## src/rtl/tss_pkg.sv

```systemverilog
// Shared types for the two-step single-slope sequencer.
// Assumes: a single clock domain; all state is reset synchronously.
package tss_pkg;
    typedef enum logic [2:0] {
        ST_IDLE,
        ST_SAMPLE,
        ST_COARSE,
        ST_HOLD,
        ST_FINE,
        ST_DONE
    } tss_state_e;
endpackage

```

## src/rtl/tss_seq.sv

```systemverilog
// Phase sequencer: the state machine plus the coarse and fine ramp counters.
// Assumes: start is a level sampled only in IDLE; each counter runs from 0 up
// to its all-ones value and then holds until it is restarted.
module tss_seq
    import tss_pkg::*;
#(
    parameter int COARSE_BITS = 5,
    parameter int FINE_BITS   = 7
) (
    input  logic                   clk,
    input  logic                   rst_n,
    input  logic                   start,
    output tss_state_e             state,
    output logic [COARSE_BITS-1:0] ccnt,
    output logic [FINE_BITS-1:0]   fcnt
);
    localparam logic [COARSE_BITS-1:0] CMAX = '1;
    localparam logic [FINE_BITS-1:0]   FMAX = '1;

    // State register and ramp counters advance together.
    always_ff @(posedge clk) begin
        if (!rst_n) begin
            state <= ST_IDLE;
            ccnt  <= '0;
            fcnt  <= '0;
        end else begin
            unique case (state)
                ST_IDLE: begin
                    if (start) state <= ST_SAMPLE;
                end
                ST_SAMPLE: begin
                    state <= ST_COARSE;
                    ccnt  <= '0;
                end
                ST_COARSE: begin
                    if (ccnt == CMAX) state <= ST_HOLD;
                    else              ccnt  <= ccnt + 1'b1;
                end
                ST_HOLD: begin
                    state <= ST_FINE;
                    fcnt  <= '0;
                end
                ST_FINE: begin
                    if (fcnt == FMAX) state <= ST_DONE;
                    else              fcnt  <= fcnt + 1'b1;
                end
                ST_DONE: begin
                    state <= ST_IDLE;
                end
                default: state <= ST_IDLE;
            endcase
        end
    end
endmodule

```

## src/rtl/tss_col_latch.sv

```systemverilog
// Per-column capture: stores the ramp code at the first comparator rise of
// each phase. Each code is preset to its maximum when its phase is armed, so
// a column that never rises keeps the maximum.
// Assumes: arm_c comes one cycle before the coarse phase and arm_f one cycle
// before the fine phase; comparator history is cleared outside the phases.
module tss_col_latch #(
    parameter int COARSE_BITS = 5,
    parameter int FINE_BITS   = 7
) (
    input  logic                   clk,
    input  logic                   rst_n,
    input  logic                   arm_c,
    input  logic                   arm_f,
    input  logic                   act_c,
    input  logic                   act_f,
    input  logic                   cmp,
    input  logic [COARSE_BITS-1:0] ccnt,
    input  logic [FINE_BITS-1:0]   fcnt,
    output logic [COARSE_BITS-1:0] c_code,
    output logic [FINE_BITS-1:0]   f_code
);
    logic cmp_q;
    logic got_c;
    logic got_f;
    logic rise;

    // A rise is the comparator high now while it was low (or not yet in a phase) before.
    assign rise = cmp && !cmp_q;

    // Comparator history, held at zero outside both phases.
    always_ff @(posedge clk) begin
        if (!rst_n) cmp_q <= 1'b0;
        else        cmp_q <= (act_c || act_f) ? cmp : 1'b0;
    end

    // Coarse capture, once per conversion.
    always_ff @(posedge clk) begin
        if (!rst_n) begin
            c_code <= '0;
            got_c  <= 1'b0;
        end else if (arm_c) begin
            c_code <= '1;
            got_c  <= 1'b0;
        end else if (act_c && rise && !got_c) begin
            c_code <= ccnt;
            got_c  <= 1'b1;
        end
    end

    // Fine capture, once per conversion.
    always_ff @(posedge clk) begin
        if (!rst_n) begin
            f_code <= '0;
            got_f  <= 1'b0;
        end else if (arm_f) begin
            f_code <= '1;
            got_f  <= 1'b0;
        end else if (act_f && rise && !got_f) begin
            f_code <= fcnt;
            got_f  <= 1'b1;
        end
    end
endmodule

```

## src/rtl/tss_readout.sv

```systemverilog
// Readout and row selection: picks one column's result by address and decodes
// the row address into a one-hot select that is live only while sampling.
// Assumes: addresses beyond the column count read as zero.
module tss_readout #(
    parameter int NUM_COLS    = 64,
    parameter int NUM_ROWS    = 64,
    parameter int COARSE_BITS = 5,
    parameter int FINE_BITS   = 7,
    localparam int COL_W      = $clog2(NUM_COLS),
    localparam int ROW_W      = $clog2(NUM_ROWS),
    localparam int RES_W      = COARSE_BITS + FINE_BITS
) (
    input  logic [NUM_COLS*COARSE_BITS-1:0] c_bus,
    input  logic [NUM_COLS*FINE_BITS-1:0]   f_bus,
    input  logic [COL_W-1:0]                rd_col,
    input  logic [ROW_W-1:0]                row_addr,
    input  logic                            sample_en,
    output logic [RES_W-1:0]                rd_data,
    output logic [NUM_ROWS-1:0]             row_sel
);
    logic [RES_W-1:0] res [NUM_COLS];

    // Unpack each column's result as {coarse, fine}.
    for (genvar c = 0; c < NUM_COLS; c++) begin : g_res
        assign res[c] = {c_bus[c*COARSE_BITS +: COARSE_BITS], f_bus[c*FINE_BITS +: FINE_BITS]};
    end

    // Column multiplexer for the read port.
    always_comb begin
        rd_data = '0;
        for (int c = 0; c < NUM_COLS; c++) begin
            if (rd_col == COL_W'(c)) rd_data = res[c];
        end
    end

    // Row decode, gated by the sample window.
    always_comb begin
        row_sel = '0;
        for (int r = 0; r < NUM_ROWS; r++) begin
            if (sample_en && row_addr == ROW_W'(r)) row_sel[r] = 1'b1;
        end
    end
endmodule

```

## src/rtl/tss_adc_ctrl.sv

```systemverilog
// Top of the two-step single-slope conversion sequencer. Runs the sample,
// coarse, settle and fine phases over every column in parallel, steers each
// column's reference select from its coarse code, and serves results by column
// address.
// Assumes: comparator inputs are synchronous to clk and respond to the codes
// shown on coarse_code/fine_code during the active phase.
module tss_adc_ctrl
    import tss_pkg::*;
#(
    parameter int NUM_COLS    = 64,
    parameter int NUM_ROWS    = 64,
    parameter int COARSE_BITS = 5,
    parameter int FINE_BITS   = 7,
    localparam int COL_W      = $clog2(NUM_COLS),
    localparam int ROW_W      = $clog2(NUM_ROWS),
    localparam int RES_W      = COARSE_BITS + FINE_BITS
) (
    input  logic                            clk,
    input  logic                            rst_n,
    input  logic                            start,
    input  logic [NUM_COLS-1:0]             cmp,
    input  logic [ROW_W-1:0]                row_addr,
    input  logic [COL_W-1:0]                rd_col,
    output logic                            busy,
    output logic                            done,
    output logic                            sample_en,
    output logic                            coarse_active,
    output logic                            fine_active,
    output logic [COARSE_BITS-1:0]          coarse_code,
    output logic [FINE_BITS-1:0]            fine_code,
    output logic [NUM_COLS*COARSE_BITS-1:0] ref_sel,
    output logic [NUM_ROWS-1:0]             row_sel,
    output logic [RES_W-1:0]                rd_data
);
    tss_state_e                      state;
    logic [NUM_COLS*COARSE_BITS-1:0] c_bus;
    logic [NUM_COLS*FINE_BITS-1:0]   f_bus;

    tss_seq #(
        .COARSE_BITS (COARSE_BITS),
        .FINE_BITS   (FINE_BITS)
    ) u_seq (
        .clk   (clk),
        .rst_n (rst_n),
        .start (start),
        .state (state),
        .ccnt  (coarse_code),
        .fcnt  (fine_code)
    );

    // Phase flags decoded from the state.
    assign busy          = (state != ST_IDLE);
    assign done          = (state == ST_DONE);
    assign sample_en     = (state == ST_SAMPLE);
    assign coarse_active = (state == ST_COARSE);
    assign fine_active   = (state == ST_FINE);

    // One capture slice per column.
    for (genvar c = 0; c < NUM_COLS; c++) begin : g_col
        tss_col_latch #(
            .COARSE_BITS (COARSE_BITS),
            .FINE_BITS   (FINE_BITS)
        ) u_col (
            .clk    (clk),
            .rst_n  (rst_n),
            .arm_c  (state == ST_SAMPLE),
            .arm_f  (state == ST_HOLD),
            .act_c  (state == ST_COARSE),
            .act_f  (state == ST_FINE),
            .cmp    (cmp[c]),
            .ccnt   (coarse_code),
            .fcnt   (fine_code),
            .c_code (c_bus[c*COARSE_BITS +: COARSE_BITS]),
            .f_code (f_bus[c*FINE_BITS +: FINE_BITS])
        );
    end

    // Coarse codes steer each column's reference switches.
    assign ref_sel = c_bus;

    tss_readout #(
        .NUM_COLS    (NUM_COLS),
        .NUM_ROWS    (NUM_ROWS),
        .COARSE_BITS (COARSE_BITS),
        .FINE_BITS   (FINE_BITS)
    ) u_rd (
        .c_bus     (c_bus),
        .f_bus     (f_bus),
        .rd_col    (rd_col),
        .row_addr  (row_addr),
        .sample_en (sample_en),
        .rd_data   (rd_data),
        .row_sel   (row_sel)
    );
endmodule

```

## config.mk

```make
export PLATFORM = sky130hd
export DESIGN_NAME = tss_adc_ctrl
export DESIGN_NICKNAME = d
export VERILOG_FILES = /design/src/rtl/tss_pkg.sv /design/src/rtl/tss_seq.sv /design/src/rtl/tss_col_latch.sv /design/src/rtl/tss_readout.sv /design/src/rtl/tss_adc_ctrl.sv
export SDC_FILE = /design/constraint.sdc
export NUM_CORES = 2
export LEC_CHECK = 0
export ABC_AREA = 1
export BUFFER_PORTS_ARGS = -buffer_cell sky130_fd_sc_hd__buf_2
export CAP_MARGIN = 20
export CORE_ASPECT_RATIO = 0.7
export CORE_MARGIN = 4
export CORE_UTILIZATION = 45
export DETAILED_ROUTE_END_ITERATION = 10
export PLACE_DENSITY = 0.65
export RECOVER_POWER = 100
export REMOVE_ABC_BUFFERS = 1
export SYNTH_ARGS = -nofsm -noshare
export SYNTH_HDL_FRONTEND = slang
export SYNTH_SLANG_ARGS = --single-unit
```

## constraint.sdc

```tcl
create_clock -name clk -period 5.3 [get_ports clk]
set_clock_uncertainty 0.05 [all_clocks]
set_input_delay 0.795 -clock clk [delete_from_list [all_inputs] [get_ports clk]]
set_output_delay 0.795 -clock clk [all_outputs]
set_load 0.01 [all_outputs]
```

# ---- Word-level counts from Yosys, hierarchy flattened
# Index checks and enable logic that the tools add are counted.
dict set report word_totals {
  ff_bits 975
  in_bits 79
  out_inout_bits 413
  wordCells 1573
}
dict set report op_classes {
  n_addsub 2
  eq_ne 138
  mux 392
  bitwise 1
  reduce_logical 717
}
# op count
set op_table {}
lappend op_table {{7-bit 2-to-1 mux} 129}
lappend op_table {{12-bit 2-to-1 mux} 64}
lappend op_table {{5-bit 2-to-1 mux} 129}
lappend op_table {{6-bit equality test (second input constant)} 64}
lappend op_table {{1-bit logical AND} 384}
lappend op_table {{2-bit nonzero test} 130}
lappend op_table {{6-bit by 5-bit equality test with 1-bit output (second input constant)} 32}
lappend op_table {{1-bit zero test} 192}
lappend op_table {{6-bit by 4-bit equality test with 1-bit output (second input constant)} 16}
lappend op_table {{1-bit 2-to-1 mux} 64}
lappend op_table {{6-bit by 3-bit equality test with 1-bit output (second input constant)} 8}
lappend op_table {{6-bit by 2-bit equality test with 1-bit output (second input constant)} 4}
lappend op_table {{3-bit one-hot mux with 5 select lines} 1}
lappend op_table {{7-bit one-hot mux with 2 select lines} 1}
lappend op_table {{6-bit by 1-bit equality test with 1-bit output (second input constant)} 2}
lappend op_table {{6-bit zero test} 2}
lappend op_table {{2-bit != test (second input constant)} 5}
lappend op_table {{5-bit one-hot mux with 2 select lines} 1}
lappend op_table {{3-bit 2-to-1 mux} 3}
lappend op_table {{7-bit by 1-bit adder with 7-bit output (second input constant)} 1}
lappend op_table {{7-bit equality test (second input constant)} 1}
lappend op_table {{3-bit by 2-bit equality test with 1-bit output (second input constant)} 2}
lappend op_table {{3-bit equality test (second input constant)} 2}
lappend op_table {{2-bit AND reduction} 3}
lappend op_table {{other kinds (9)} 10}

# ---- Longest topological paths before layout
dict set report depth {
  ltp_word 65
  ltp_mapped 41
  depth_no_buf 41
}

# ---- By module
# Synthesis repeated with hierarchy kept, for this count alone.
dict set report hier_totals {
  cells_unflattened 7509
  hier_area_um2 51884.8
}
# mod instances cells_each area_each_um2 seq_area_each_um2
set by_module_without_submodules {}
lappend by_module_without_submodules {tss_col_latch 64 89 684.4 300.3}
lappend by_module_without_submodules {tss_readout 1 1690 7216.9 0.0}
lappend by_module_without_submodules {tss_seq 1 111 819.5 300.3}
lappend by_module_without_submodules {tss_adc_ctrl 1 12 46.3 0.0}

# ---- Worst setup path before layout
# OpenSTA, ideal clock, no wires.
dict set report synth_timing {
  path_kind {input-to-output}
  startpoint {in rd_col[5]}
  endpoint {out rd_data[0]}
  t_arrival_ns 3.571
  required_time_ns 4.455
  setup_slack_ns 0.884
  cell_stages 32
  path_buffers 2
  path_cell_list {nor2_4 -> inv_4 -> buf_4 -> nor2_1 -> clkbuf_1 -> nand2_1 -> nand2_1 -> nand4_1 -> nand2_1 -> nand4_1 -> nor2_1 -> nand4_1 -> nor2_1 -> nand4_1 -> nor2_1 -> nand4_1 -> nand2_1 -> nand4_1 -> nand2_1 -> nand4_1 -> nand2_1 -> nand4_1 -> nor2_1 -> nand4_1 -> nand2_1 -> nand4_1 -> nor2_1 -> nand4_1 -> nor2_1 -> nand4_1 -> nor2_1 -> nand3_1}
}
dict set report synth_between {
  elab_chain_len 65
  elab_cells_between_ends 128
  cone_classes {eq/ne: 63; mux: 64; reduce/logical: 1}
}
# element line
set synth_rtl {}
lappend synth_rtl {{from (decl)} tss_adc_ctrl.sv:23} ;# input logic [COL_W-1:0] rd_col,
lappend synth_rtl {{6-bit zero test} tss_readout.sv:32} ;# if (rd_col == COL_W'(c)) rd_data = res[c];
lappend synth_rtl {{12-bit 2-to-1 mux (63 in series)} tss_readout.sv:32}
lappend synth_rtl {{12-bit 2-to-1 mux *} tss_readout.sv:32}
lappend synth_rtl {{to (decl)} tss_adc_ctrl.sv:33} ;# output logic [RES_W-1:0] rd_data
# Mark *: on every way between the ends. The rest lies on a longest branch, timed or not.

# ---- Worst setup path in the final report
dict set report layout_timing {
  startpoint {in rd_col[4]}
  endpoint {out rd_data[11]}
}
# The elaborated chain is that of the path after synthesis.

==> results.md <==
* Final worst slack at -1.26 ns
* Die Wd at between 300 and 400 microns
* FP Rows at a little over 90
* Relative slew slack at -1.05
* Achievable frequency at between 0.15 and 0.2 GHz
* Status: finished, violations left
* Longest Clk Path Bufs at 3
* Synthesized area at roughly 40000 sq um
* Pin count of the biggest net entering global routing at ~240
* Setup WS pre-CTS at -1.28 ns
* Nets at 6355
* Clk_lat worst skew at between 0.6 and 0.7 ns
* Initial antenna violation count at 7
* Total Power at 21.3 mW
* Final Hold Viols at 0
* Crit path capture type: output pin
* DRC viols at 0
* Synth-to-layout area growth at 20.6%
* GRT overflow at 0
* Critical Path AT at about 5.7 ns
* Root Buffer Master: clkbuf_16
* Final setup viols at 96
* Initial Utilization at 0.456
* Hold Path Class: in2reg
* Worst path max stage delay at between 0.2 and 0.3 ns
* Distinct cell type count after synthesis at 31
* Failing checks: max-capacitance violations, max-slew violations, negative setup slack
* Worst-path maximum fanout at 7
* Core area at 88500 sq um
* Synth Warn # at 0
* Unrepaired setup endpoints after global routing: true
* Total clock sinks at slightly below 1000
* Vias in the first global route at around 37000
* H-tree lvl count at 3
* DRT Wirelength at ~150000 microns
* Via count at 41400
* Lkg Pwr at 18.9 nW
* DR pass1 iterations at 6
* Detail Route Antenna Nets at 0
* CTS Buf Count at 95
* Final GP Congestion at about 0.95
* Critical path launch point type: primary input
* Slowest CP cell: nor2_4
* Flops & latches, synth at slightly below 1000
* DIE HEIGHT at 259 microns
* Critical path data required time at between 4 and 5 ns
* Slew Viols, Final at 384
* Hold slack at 0.302 ns
* Power per cell area at about 440 nW/um^2
* Highest metal used: met5
* TritonCTS clock tree: built
* Clock period minus worst slack at around 6.6 ns
* Syn Area/Cell at 7.04 sq um
* Worst-path clk slew at ~0.060 ns
* First-pass GRT wire length at roughly 230000 microns
* Tcrit/Tclk final at 1.24
* Crit Path Class: in2out
* CP dominant cell by count: nand4_1
* DRT met1 WL at slightly below 70000 microns
* WL met3 at 16800 microns
* DRT iter0 DRCs at 5173
* Die Area at 94600 sq um
* Count of port buffers added during placement at 491
* I/O pin cnt at between 400 and 500
* Post-DP HPWL at 103000 microns
* Max-cap violation count at 11
* Slew @ Worst Pin at between 3 and 4 ns
* Fraction of layout cells with a size suffix above 1 at 0.109
* Post-Synthesis Cells at 5730
* Peak supply drop at around 0.00024 V
* GRT Total Usage at 0.305
* Drt wl/cell at roughly 20 microns
* Vias/cell at approximately 5.5
* Register area share after synthesis at 0.484
* Routed wl met2 at 62800 microns
## worst paths after layout
path,startpoint,endpoint,slack (ns),depth (start not counted)
max,rd_col[4],rd_data[11],-1.26,39
min,cmp[24],g_col[24].u_col.cmp_q$_SDFF_PN0_,0.30,3
max reg2reg,u_seq.state[1]$_SDFFE_PN0P_,g_col[56].u_col.cmp_q$_SDFF_PN0_,-0.67,6
min reg2reg,g_col[39].u_col.f_code[6]$_SDFFE_PN0P_,g_col[39].u_col.f_code[6]$_SDFFE_PN0P_,0.40,2
## through the flow
stage | cell area (sq um) | std cells | TNS (ns) | util
CTS | 49000 | 7498 | -10.41 | 0.553
global route | 48600 | 7508 | -78.60 | 0.550
floorplan | 39200 | 5422 | - | -
detailed placement | 45000 | 7308 | -12.29 | 0.509
finish | 48600 | 7508 | -48.79 | 0.550
global placement | 45000 | 7308 | -11.66 | 0.509
## worst max-delay path, delay by kind of cell
family	cells	cell delay [ns]
and+or+nand+nor	33	4.06
buffers and inverters	6	0.83
## repair_timing
item	in CTS	in global routing
hold buffers	0	0
resized for setup	135	80
setup buffers	21	9
setup endpoints to repair	12	12
pin swaps	67	130
## placed cells by master, fill, tap and decap left out, types with 8 or more instances in the layout
| cell | n |
|---|---|
| nor2_1 | 1059 |
| dfxtp_1 | 975 |
| o21ai_0 | 780 |
| nand2_1 | 677 |
| a21oi_1 | 538 |
| inv_1 | 468 |
| clkbuf_1 | 448 |
| nor3_1 | 444 |
| buf_4 | 186 |
| nand4_1 | 162 |
| clkbuf_16 | 99 |
| buf_2 | 83 |
| nand2_2 | 60 |
| clkinv_1 | 46 |
| nor2_2 | 44 |
| or2_2 | 35 |
| nand3_1 | 33 |
| nand3_2 | 29 |
| buf_6 | 28 |
| clkbuf_8 | 25 |
| nor2_4 | 14 |
| buf_12 | 12 |
| a31oi_1 | 11 |
| clkinv_2 | 11 |
| bufinv_16 | 10 |
| inv_2 | 8 |
## cells by family after synthesis
logic type                 Yosys count  share of synthesized area
DFF                                975                      0.484
and+or+nand+nor                   2578                      0.270
adders and majority gates            3                   0.000931
AOI/OAI and AO/OA                 1341                      0.167
buffers and inverters              833                     0.0781
## per-layer routing
| metal | up-vias | global-route usage |
|---|---|---|
| met4 | 2 | 0.0806 |
| met2 | 1947 | 0.444 |
| li1 | 19900 | - |
| met3 | 237 | 0.0827 |
| met5 | - | 0 |
| met1 | 19300 | 0.445 |
## state kept, by name, summed over array words and instances, names as in the netlist
name,flops
g_col.u_col.f_code,448
g_col.u_col.got_f,64
g_col.u_col.c_code,320
g_col.u_col.cmp_q,64
u_seq.fcnt,7
g_col.u_col.got_c,64
u_seq.state,3
u_seq.ccnt,5
## area by class of cell
class / instances / area [sq um]
antenna: 1 / 2.50
sequential: 975 / 19500
inverter: 525 / 1980
fill: 8719 / 39800
clock buffer: 139 / 2880
multi-input combinational: 3922 / 18200
tap: 1162 / 1450
clock inverter: 30 / 447
timing repair buffer: 754 / 4120
## report_power, final
part           switching (mW)  internal (mW)
Sequential              0.886           8.47
Combinational            3.34           1.34
Clock                    3.02           4.25
## cell usage after synthesis
cell type	n	area, sq um
o21a_1	1	7.51
dfxtp_1	975	19500
nand2_1	741	2780
clkinv_1	45	169
inv_2	4	15.0
inv_4	1	6.26
inv_1	475	1780
nor4_1	2	12.5
o21ai_1	2	10.0
o221a_2	1	11.3
nand3_1	63	315
a21oi_1	543	2720
nor2_2	7	43.8
ha_1	3	37.5
nor3_1	446	2230
nand4_1	162	1010
nor2_1	1106	4150
o21ai_0	780	3900
nand2_2	2	12.5
a211oi_1	1	7.51
o22ai_1	2	12.5
clkbuf_1	284	1070
buf_4	5	37.5
nor3_2	1	10.0
or2_0	4	25.0
nor2_4	4	45.0
buf_1	16	60.1
buf_2	3	15.0
a31oi_1	11	68.8
or2_2	38	238
nor3b_1	2	15.0
Power figures use the tool's default switching activity.
